## src/rtl/l1wt_pkg.sv

```systemverilog
package l1wt_pkg;
  typedef enum logic [1:0] {
    ST_IDLE  = 2'd0,
    ST_MREQ  = 2'd1,
    ST_FILL  = 2'd2,
    ST_WTHRU = 2'd3
  } l1wt_state_e;
endpackage

```

## src/rtl/l1wt_array.sv

```systemverilog
module l1wt_array #(
  parameter int DATA_W = 32,
  parameter int LINES  = 16,
  parameter int WORDS  = 4,
  parameter int TAG_W  = 6,
  localparam int IDX_W = $clog2(LINES),
  localparam int OFF_W = $clog2(WORDS),
  localparam int BIT_W = $clog2(DATA_W)
) (
  input  logic              clk,
  input  logic              rst_n,
  input  logic [IDX_W-1:0]  rd_idx,
  input  logic [OFF_W-1:0]  rd_off,
  output logic [DATA_W-1:0] rd_data,
  output logic [TAG_W-1:0]  rd_tag,
  output logic              rd_valid,
  output logic              rd_perr,
  input  logic              wr_en,
  input  logic [IDX_W-1:0]  wr_idx,
  input  logic [OFF_W-1:0]  wr_off,
  input  logic [DATA_W-1:0] wr_data,
  input  logic              tag_we,
  input  logic [IDX_W-1:0]  tag_idx,
  input  logic [TAG_W-1:0]  tag_val,
  input  logic              flip_en,
  input  logic [IDX_W-1:0]  flip_idx,
  input  logic [OFF_W-1:0]  flip_off,
  input  logic [BIT_W-1:0]  flip_bit
);
  localparam int BYTES   = DATA_W / 8;
  localparam int ENTRIES = LINES * WORDS;
  localparam int AW      = IDX_W + OFF_W;

  logic [DATA_W-1:0] data_q [ENTRIES];
  logic [BYTES-1:0]  par_q  [ENTRIES];
  logic [TAG_W-1:0]  tag_q  [LINES];
  logic [LINES-1:0]  valid_q;

  logic [AW-1:0]     rd_a, wr_a, flip_a;
  logic [BYTES-1:0]  wr_par, rd_chk;
  logic [DATA_W-1:0] flip_mask;

  assign rd_a      = {rd_idx, rd_off};
  assign wr_a      = {wr_idx, wr_off};
  assign flip_a    = {flip_idx, flip_off};
  assign flip_mask = DATA_W'(1) << flip_bit;

  // even parity: stored bit makes the count of ones in byte+bit even
  for (genvar b = 0; b < BYTES; b++) begin : g_par
    assign wr_par[b] = ^wr_data[8*b +: 8];
    assign rd_chk[b] = ^rd_data[8*b +: 8];
  end

  always_ff @(posedge clk) begin
    if (wr_en) begin
      data_q[wr_a] <= wr_data;
      par_q[wr_a]  <= wr_par;
    end
    if (flip_en && !(wr_en && (wr_a == flip_a))) begin
      data_q[flip_a] <= data_q[flip_a] ^ flip_mask;
    end
  end

  always_ff @(posedge clk) begin
    if (tag_we) tag_q[tag_idx] <= tag_val;
  end

  always_ff @(posedge clk or negedge rst_n) begin
    if (!rst_n)      valid_q <= '0;
    else if (tag_we) valid_q[tag_idx] <= 1'b1;
  end

  assign rd_data  = data_q[rd_a];
  assign rd_tag   = tag_q[rd_idx];
  assign rd_valid = valid_q[rd_idx];
  assign rd_perr  = |(rd_chk ^ par_q[rd_a]);
endmodule

```

## src/rtl/l1wt_ctrl.sv

```systemverilog
module l1wt_ctrl
  import l1wt_pkg::*;
#(
  parameter int ADDR_W = 12,
  parameter int DATA_W = 32,
  parameter int LINES  = 16,
  parameter int WORDS  = 4,
  parameter int CNT_W  = 8,
  localparam int IDX_W = $clog2(LINES),
  localparam int OFF_W = $clog2(WORDS),
  localparam int TAG_W = ADDR_W - IDX_W - OFF_W
) (
  input  logic              clk,
  input  logic              rst_n,
  input  logic              req_valid,
  input  logic              req_write,
  input  logic [ADDR_W-1:0] req_addr,
  input  logic [DATA_W-1:0] req_wdata,
  output logic              req_ready,
  output logic              resp_valid,
  output logic [DATA_W-1:0] resp_rdata,
  output logic              nl_req_valid,
  output logic              nl_req_write,
  output logic [ADDR_W-1:0] nl_req_addr,
  output logic [DATA_W-1:0] nl_req_wdata,
  input  logic              nl_req_ready,
  input  logic              nl_resp_valid,
  input  logic [DATA_W-1:0] nl_resp_data,
  output logic [IDX_W-1:0]  rd_idx,
  output logic [OFF_W-1:0]  rd_off,
  input  logic [DATA_W-1:0] rd_data,
  input  logic [TAG_W-1:0]  rd_tag,
  input  logic              rd_valid,
  input  logic              rd_perr,
  output logic              wr_en,
  output logic [IDX_W-1:0]  wr_idx,
  output logic [OFF_W-1:0]  wr_off,
  output logic [DATA_W-1:0] wr_data,
  output logic              tag_we,
  output logic [IDX_W-1:0]  tag_idx,
  output logic [TAG_W-1:0]  tag_val,
  output logic [CNT_W-1:0]  perr_count
);
  l1wt_state_e       state_q, state_d;
  logic [OFF_W-1:0]  beat_q, beat_d;
  logic              resp_valid_q, resp_valid_d;
  logic [CNT_W-1:0]  perr_q, perr_d;
  logic [ADDR_W-1:0] addr_q;
  logic [DATA_W-1:0] wdata_q, resp_data_q, resp_data_d;
  logic              req_load, resp_load;

  logic [IDX_W-1:0]  req_idx;
  logic [OFF_W-1:0]  req_off;
  logic [TAG_W-1:0]  req_tag;
  logic              hit, accept;

  assign req_off = req_addr[OFF_W-1:0];
  assign req_idx = req_addr[OFF_W +: IDX_W];
  assign req_tag = req_addr[ADDR_W-1 -: TAG_W];
  assign rd_idx  = req_idx;
  assign rd_off  = req_off;
  assign hit     = rd_valid && (rd_tag == req_tag);
  assign accept  = req_valid && (state_q == ST_IDLE);
  assign tag_idx = addr_q[OFF_W +: IDX_W];
  assign tag_val = addr_q[ADDR_W-1 -: TAG_W];

  always_comb begin
    state_d      = state_q;
    beat_d       = beat_q;
    resp_valid_d = 1'b0;
    perr_d       = perr_q;
    req_load     = 1'b0;
    resp_load    = 1'b0;
    resp_data_d  = nl_resp_data;
    nl_req_valid = 1'b0;
    nl_req_write = 1'b0;
    nl_req_addr  = {addr_q[ADDR_W-1:OFF_W], {OFF_W{1'b0}}};
    nl_req_wdata = wdata_q;
    wr_en        = 1'b0;
    wr_idx       = req_idx;
    wr_off       = req_off;
    wr_data      = req_wdata;
    tag_we       = 1'b0;
    unique case (state_q)
      ST_IDLE: begin
        if (accept) begin
          req_load = 1'b1;
          if (req_write) begin
            wr_en   = hit;
            state_d = ST_WTHRU;
          end else if (hit && !rd_perr) begin
            resp_valid_d = 1'b1;
            resp_load    = 1'b1;
            resp_data_d  = rd_data;
          end else begin
            if (hit) perr_d = perr_q + CNT_W'(1);
            state_d = ST_MREQ;
          end
        end
      end
      ST_MREQ: begin
        nl_req_valid = 1'b1;
        if (nl_req_ready) begin
          beat_d  = '0;
          state_d = ST_FILL;
        end
      end
      ST_FILL: begin
        wr_idx = addr_q[OFF_W +: IDX_W];
        wr_off = beat_q;
        wr_data = nl_resp_data;
        if (nl_resp_valid) begin
          wr_en     = 1'b1;
          resp_load = (beat_q == addr_q[OFF_W-1:0]);
          beat_d    = beat_q + OFF_W'(1);
          if (beat_q == OFF_W'(WORDS - 1)) begin
            tag_we       = 1'b1;
            resp_valid_d = 1'b1;
            state_d      = ST_IDLE;
          end
        end
      end
      ST_WTHRU: begin
        nl_req_valid = 1'b1;
        nl_req_write = 1'b1;
        nl_req_addr  = addr_q;
        if (nl_req_ready) state_d = ST_IDLE;
      end
      default: state_d = ST_IDLE;
    endcase
  end

  always_ff @(posedge clk or negedge rst_n) begin
    if (!rst_n) begin
      state_q      <= ST_IDLE;
      beat_q       <= '0;
      resp_valid_q <= 1'b0;
      perr_q       <= '0;
    end else begin
      state_q      <= state_d;
      beat_q       <= beat_d;
      resp_valid_q <= resp_valid_d;
      perr_q       <= perr_d;
    end
  end

  always_ff @(posedge clk) begin
    if (req_load) begin
      addr_q  <= req_addr;
      wdata_q <= req_wdata;
    end
    if (resp_load) resp_data_q <= resp_data_d;
  end

  assign req_ready  = (state_q == ST_IDLE);
  assign resp_valid = resp_valid_q;
  assign resp_rdata = resp_data_q;
  assign perr_count = perr_q;
endmodule

```

## src/rtl/l1wt_cache.sv

```systemverilog
module l1wt_cache #(
  parameter int ADDR_W = 12,
  parameter int DATA_W = 32,
  parameter int LINES  = 16,
  parameter int WORDS  = 4,
  parameter int CNT_W  = 8
) (
  input  logic                       clk,
  input  logic                       rst_n,
  input  logic                       req_valid,
  input  logic                       req_write,
  input  logic [ADDR_W-1:0]          req_addr,
  input  logic [DATA_W-1:0]          req_wdata,
  output logic                       req_ready,
  output logic                       resp_valid,
  output logic [DATA_W-1:0]          resp_rdata,
  output logic                       nl_req_valid,
  output logic                       nl_req_write,
  output logic [ADDR_W-1:0]          nl_req_addr,
  output logic [DATA_W-1:0]          nl_req_wdata,
  input  logic                       nl_req_ready,
  input  logic                       nl_resp_valid,
  input  logic [DATA_W-1:0]          nl_resp_data,
  input  logic                       flip_en,
  input  logic [$clog2(LINES)-1:0]   flip_line,
  input  logic [$clog2(WORDS)-1:0]   flip_word,
  input  logic [$clog2(DATA_W)-1:0]  flip_bit,
  output logic [CNT_W-1:0]           perr_count
);
  localparam int IDX_W = $clog2(LINES);
  localparam int OFF_W = $clog2(WORDS);
  localparam int TAG_W = ADDR_W - IDX_W - OFF_W;

  // asynchronous assertion, synchronous release
  logic [1:0] rst_sync_q;
  logic       rst_int_n;

  always_ff @(posedge clk or negedge rst_n) begin
    if (!rst_n) rst_sync_q <= 2'b00;
    else        rst_sync_q <= {rst_sync_q[0], 1'b1};
  end
  assign rst_int_n = rst_sync_q[1];

  logic [IDX_W-1:0]  rd_idx, wr_idx, tag_idx;
  logic [OFF_W-1:0]  rd_off, wr_off;
  logic [DATA_W-1:0] rd_data, wr_data;
  logic [TAG_W-1:0]  rd_tag, tag_val;
  logic              rd_valid, rd_perr, wr_en, tag_we;

  l1wt_array #(
    .DATA_W(DATA_W), .LINES(LINES), .WORDS(WORDS), .TAG_W(TAG_W)
  ) array_i (
    .clk(clk), .rst_n(rst_int_n),
    .rd_idx(rd_idx), .rd_off(rd_off), .rd_data(rd_data), .rd_tag(rd_tag),
    .rd_valid(rd_valid), .rd_perr(rd_perr),
    .wr_en(wr_en), .wr_idx(wr_idx), .wr_off(wr_off), .wr_data(wr_data),
    .tag_we(tag_we), .tag_idx(tag_idx), .tag_val(tag_val),
    .flip_en(flip_en), .flip_idx(flip_line), .flip_off(flip_word),
    .flip_bit(flip_bit)
  );

  l1wt_ctrl #(
    .ADDR_W(ADDR_W), .DATA_W(DATA_W), .LINES(LINES), .WORDS(WORDS),
    .CNT_W(CNT_W)
  ) ctrl_i (
    .clk(clk), .rst_n(rst_int_n),
    .req_valid(req_valid), .req_write(req_write), .req_addr(req_addr),
    .req_wdata(req_wdata), .req_ready(req_ready),
    .resp_valid(resp_valid), .resp_rdata(resp_rdata),
    .nl_req_valid(nl_req_valid), .nl_req_write(nl_req_write),
    .nl_req_addr(nl_req_addr), .nl_req_wdata(nl_req_wdata),
    .nl_req_ready(nl_req_ready), .nl_resp_valid(nl_resp_valid),
    .nl_resp_data(nl_resp_data),
    .rd_idx(rd_idx), .rd_off(rd_off), .rd_data(rd_data), .rd_tag(rd_tag),
    .rd_valid(rd_valid), .rd_perr(rd_perr),
    .wr_en(wr_en), .wr_idx(wr_idx), .wr_off(wr_off), .wr_data(wr_data),
    .tag_we(tag_we), .tag_idx(tag_idx), .tag_val(tag_val),
    .perr_count(perr_count)
  );
endmodule

```

## config.mk

```make
export PLATFORM = sky130hd
export DESIGN_NAME = l1wt_cache
export DESIGN_NICKNAME = d
export VERILOG_FILES = /design/src/rtl/l1wt_pkg.sv /design/src/rtl/l1wt_array.sv /design/src/rtl/l1wt_ctrl.sv /design/src/rtl/l1wt_cache.sv
export SDC_FILE = /design/constraint.sdc
export NUM_CORES = 2
export LEC_CHECK = 0
export CAP_MARGIN = 0
export CORE_MARGIN = 10
export CORE_UTILIZATION = 35
export DETAILED_ROUTE_END_ITERATION = 10
export PLACE_DENSITY = 0.47
export RECOVER_POWER = 100
export SLEW_MARGIN = 20
export SYNTH_ARGS = -nofsm -noshare
export SYNTH_HDL_FRONTEND = slang
export SYNTH_SLANG_ARGS = --single-unit
```

## constraint.sdc

```tcl
create_clock -name clk -period 1.3 [get_ports clk]
set_clock_uncertainty 0.2 [all_clocks]
set_input_delay 0.195 -clock clk [delete_from_list [all_inputs] [get_ports clk]]
set_output_delay 0.195 -clock clk [all_outputs]
set_load 0.01 [all_outputs]
```

==> flow_summary_export.csv <==
group,metric,value,unit
place,dpl.hpwl,477,mm
cts,clockBufferDepth,4,
setup_path,crit_path_end_kind,"flip-flop",
yosys,yosys.area_share.adder,0.000186,
outcome,violations,"negative setup slack",
die,io-pin-count,182,
setup_path,arrival,5.25,ns
setup_path,crit_chain,"mux4_2 > mux4_2 > xor2_2 > nor4_4 > buf_4 > nand4_1 > buf_6 > nor2_4 > nor2_4 > or4_4 > buf_6 > and3_4 > buf_12 > nand2_8 > o21ai_4 > buf_12",
yosys,synth_xor_area_frac,0.00806,
global_route,met2_usage,0.500,
cts,clkLatencyLatePin,0.97,ns
setup_path,crit_family,"simple AND/OR/NAND/NOR gates",
job,drv_cap,0,
yosys,netlist_instances,8844,
setup_path,cp_slowest_cell,"or4_4",
die,start_util,0.352,
setup_path,cp.buffers_inverters,5,
setup_path,max_stage_delay,0.66,ns
detailed_routing,wire_per_inst,42.6,um
detailed_routing,post_drt_via_cell_ratio,6.40,
sta,setup_ws,-3.51,ns
setup_path,required,1.74,ns
outcome,status,"complete, but fails checks",
sta,timing.hold.ws,0.0106,ns
yosys,syn_avg_cell_area,15.2,um^2
power_and_ir_drop,p_clk_frac,0.314,
cells_and_area,area_growth,36.4,%
sta,rsz0062_at_grt,"yes",
power_and_ir_drop,p_seq_frac,0.393,
global_route,grt_max_degree,65,
place,globalplace.congestion,0.965,
power_and_ir_drop,comb_power_share,0.293,
yosys,synth_edf_count,2476,
die,core_area,383000,um^2
power_and_ir_drop,power,272,mW
detailed_routing,detail-route-antenna-nets,0,
sta,drv_slew,0,
yosys,synth_compound_gate_area_share,0.0853,
sta,finalHoldViolations,0,
power_and_ir_drop,p_leak,76.8,nW
cells_and_area,layout-drive-gt1-share,0.380,
detailed_routing,vias,105000,
global_route,top_usage_layer,"met2",
min_path,hold_class,"primary input to flip-flop",
global_route,grt_pass1_wl,922,mm
place,place_ws,-4.70,ns
yosys,ys_ff_latch,2507,
die,die_h,640,um
power_and_ir_drop,p_switching,85.4,mW
detailed_routing,wirelength,703,mm
power_and_ir_drop,p_sw_frac,0.315,
yosys,async_reset_ff_frac,0.0124,
yosys,yosys.area_share.simple,0.0239,
global_route,grt_pass1_vias,102000,
die,die_area,410000,um^2
yosys,ys_seq_area_frac,0.558,
sta,finalSetupTns,-15448.70,ns
cells_and_area,nets,11300,
yosys,synth_fp_nets,8940,
place,portBuffers,181,
sta,period_share,3.70,
global_route,globalRouteMet1Util,0.419,
yosys,ys.flop_type,"edfxtp_1",
sta,slew_headroom,0.195,
yosys,synth_top_family_by_area,"multiplexers",
global_route,overflow,0,
global_route,antenna_found_initial,50,
power_and_ir_drop,intPower,186,mW
global_route,grt_use_total,0.325,
detailed_routing,drc,0,
setup_path,cp_max_fo,18,
sta,max_freq,0.208,GHz
die,die_x,640,um
cts,tritoncts,"yes",
die,row_count,227,
yosys,synth_mux_area_frac,0.279,
yosys,synthesis.area,135000,um^2
cts,h-tree-depth,5,
cts,cts_root_buffer,"clkbuf_16",
sta,worst_pin_slew,1.20,ns
yosys,yosysWarnings,0,
global_route,use_met3,0.0901,
power_and_ir_drop,p_per_area,1480,nW/um^2
cells_and_area,final.fill_count,32700,
detailed_routing,firstDrtPassIters,6,
cts,cts_sinks,2507,
cts,cts_buffers,296,
sta,period_needed,4.81,ns
setup_path,crit_type,"flip-flop to flip-flop",
cts,clk_pin_slew_worst_paths,0.06,ns
power_and_ir_drop,max-vdd-ir-drop,4270,uV
sta,setup_viol,4929,
detailed_routing,drtIter0Drc,15700,
setup_path,cp-start-kind,"flip-flop",
yosys,synth_cell_type_count,60,
cells_and_area,utilization,0.480,
==> timing repair <==
item                                     CTS  global route
hold buffers                              80             0
endpoints found under the setup margin  4929          4929
hold endpoints to repair                  81             0
pin swaps                                 47            22
resized for setup                        207           180
cloned                                    60            41
setup buffers                            142           100
==> power groups by stage <==
stage	clock network [mW]	registers, mW	logic [mW]
floorplan	0	104	34.3
global placement	0	108	74.3
detailed placement	0	108	76.1
CTS	85.8	107	77.5
global route	88.7	107	83.4
finish	85.3	107	79.4
==> final timing paths <==
path | from | endpoint | slack [ns] | depth (start not counted)
max in group asynchronous | rst_sync_q[1] | array_i.valid_q[8] | 0.20 | 1
setup / recovery | array_i.tag_q[2][3] | array_i.data_q[47][27] | -3.51 | 16
min in group asynchronous | rst_sync_q[1] | ctrl_i.perr_count[2] | 0.20 | 1
setup reg to reg | array_i.tag_q[2][3] | array_i.data_q[47][27] | -3.51 | 16
hold / removal | nl_resp_data[27] | ctrl_i.resp_rdata[27] | 0.01 | 3
hold reg to reg | rst_sync_q[0] | rst_sync_q[1] | 0.15 | 0
==> final cells by class <==
class                   instances  area [um^2]  area share
diodes                          9         22.5    0.000123
clock inverters               147         1530     0.00832
inverters                      10         38.8    0.000211
clock buffers                 382         8000      0.0436
well taps                    5038         6300      0.0343
repair buffers               3200        36300       0.198
flip-flops and latches       2507        75100       0.409
multi-input cells            5195        56200       0.306
==> sequential cells by signal (all words and copies together), names as in the netlist <==
signal and count:
ctrl_i.resp_rdata 32, ctrl_i.beat_q 2, ctrl_i.nl_req_wdata 32, ctrl_i.state_q 2, rst_sync_q 2, ctrl_i.addr_q 12
ctrl_i.resp_valid 1, array_i.tag_q 96, array_i.par_q 256, array_i.valid_q 16, array_i.data_q 2048, ctrl_i.perr_count 8
==> worst reg2reg max path: cells and delay by family, from the launching register on <==
family                 cells  cell delay, ns
AND/OR/NAND/NOR            7            1.75
multiplexers               2            0.98
AO/OA/AOI/OAI              1            0.13
flip-flops                 1            0.36
buffers and inverters      5            0.87
XOR/XNOR                   1            0.18
==> kinds of logic after synthesis <==
group | Yosys count
flip-flops | 2507
buffers and inverters | 1142
XOR/XNOR | 115
AND/OR/NAND/NOR | 580
multiplexers | 2956
AO/OA/AOI/OAI | 1541
adder cells (fa/ha/maj) | 2
other | 1
==> cells in the mapped netlist (10+ instances only) <==
cell      instances  area (um^2)
buf_1            94          353
mux2_1           24          270
buf_4            88          661
nand2_1          99          372
buf_2           108          541
a211oi_1         14          105
nand4_1          64          400
a22o_1          214         1870
nand2_4          44          495
mux2_2           20          225
xnor2_1          70          613
or2_2            21          131
a21oi_1          75          375
and3_1           21          131
a31oi_1         213         1330
buf_6           175         1970
nand2b_1         12         75.1
nor3_1           14         70.1
mux2i_1        2279        22800
nor4_1           41          257
nor2_1          128          480
nor2b_1          22          138
dfrtp_1          31          776
o21ai_0          78          390
a221oi_1        213         1870
and2_1           18          113
clkbuf_1        667         2500
nand3_1          72          360
a22oi_1         702         5270
mux4_2          633        14300
inv_1            10         37.5
edfxtp_1       2476        74400
xor2_1           38          333
==> metrics by stage <==
| stage | cell area [um^2] | std cells |
|---|---|---|
| 3_3_place_gp | 167000 | 15600 |
| 6_report | 184000 | 16500 |
| 3_5_place_dp | 167000 | 15600 |
| 5_1_grt | 184000 | 16500 |
| 2_1_floorplan | 136000 | 8844 |
| 4_1_cts | 181000 | 16400 |
==> per-layer routing <==
metal  part of all wire  wire length, um
met2               0.44           310000
met4              0.070            49400
met5            0.00071              496
met1               0.37           262000
met3               0.12            81300
==> cells in the final DEF (no fill, tap or decap), types with 31 or more instances in the layout <==
cell type / count
clkinv_2: 44
buf_6: 54
buf_12: 729
dlygate4sd3_1: 117
nand4_1: 64
clkinv_1: 48
edfxtp_1: 2476
buf_16: 67
a31oi_1: 212
nand2_1: 78
mux2i_4: 37
nand2_8: 52
a221oi_1: 213
a21oi_1: 71
nand3_1: 70
nor4_1: 39
clkbuf_1: 72
o21ai_4: 61
dfrtp_1: 31
buf_4: 2021
a22o_1: 214
clkbuf_16: 346
mux4_2: 633
nor2_1: 117
mux2i_1: 2220
xnor2_1: 43
a22oi_1: 702
clkdlybuf4s50_1: 138
Note: power is estimated with default switching activity, not from simulation.
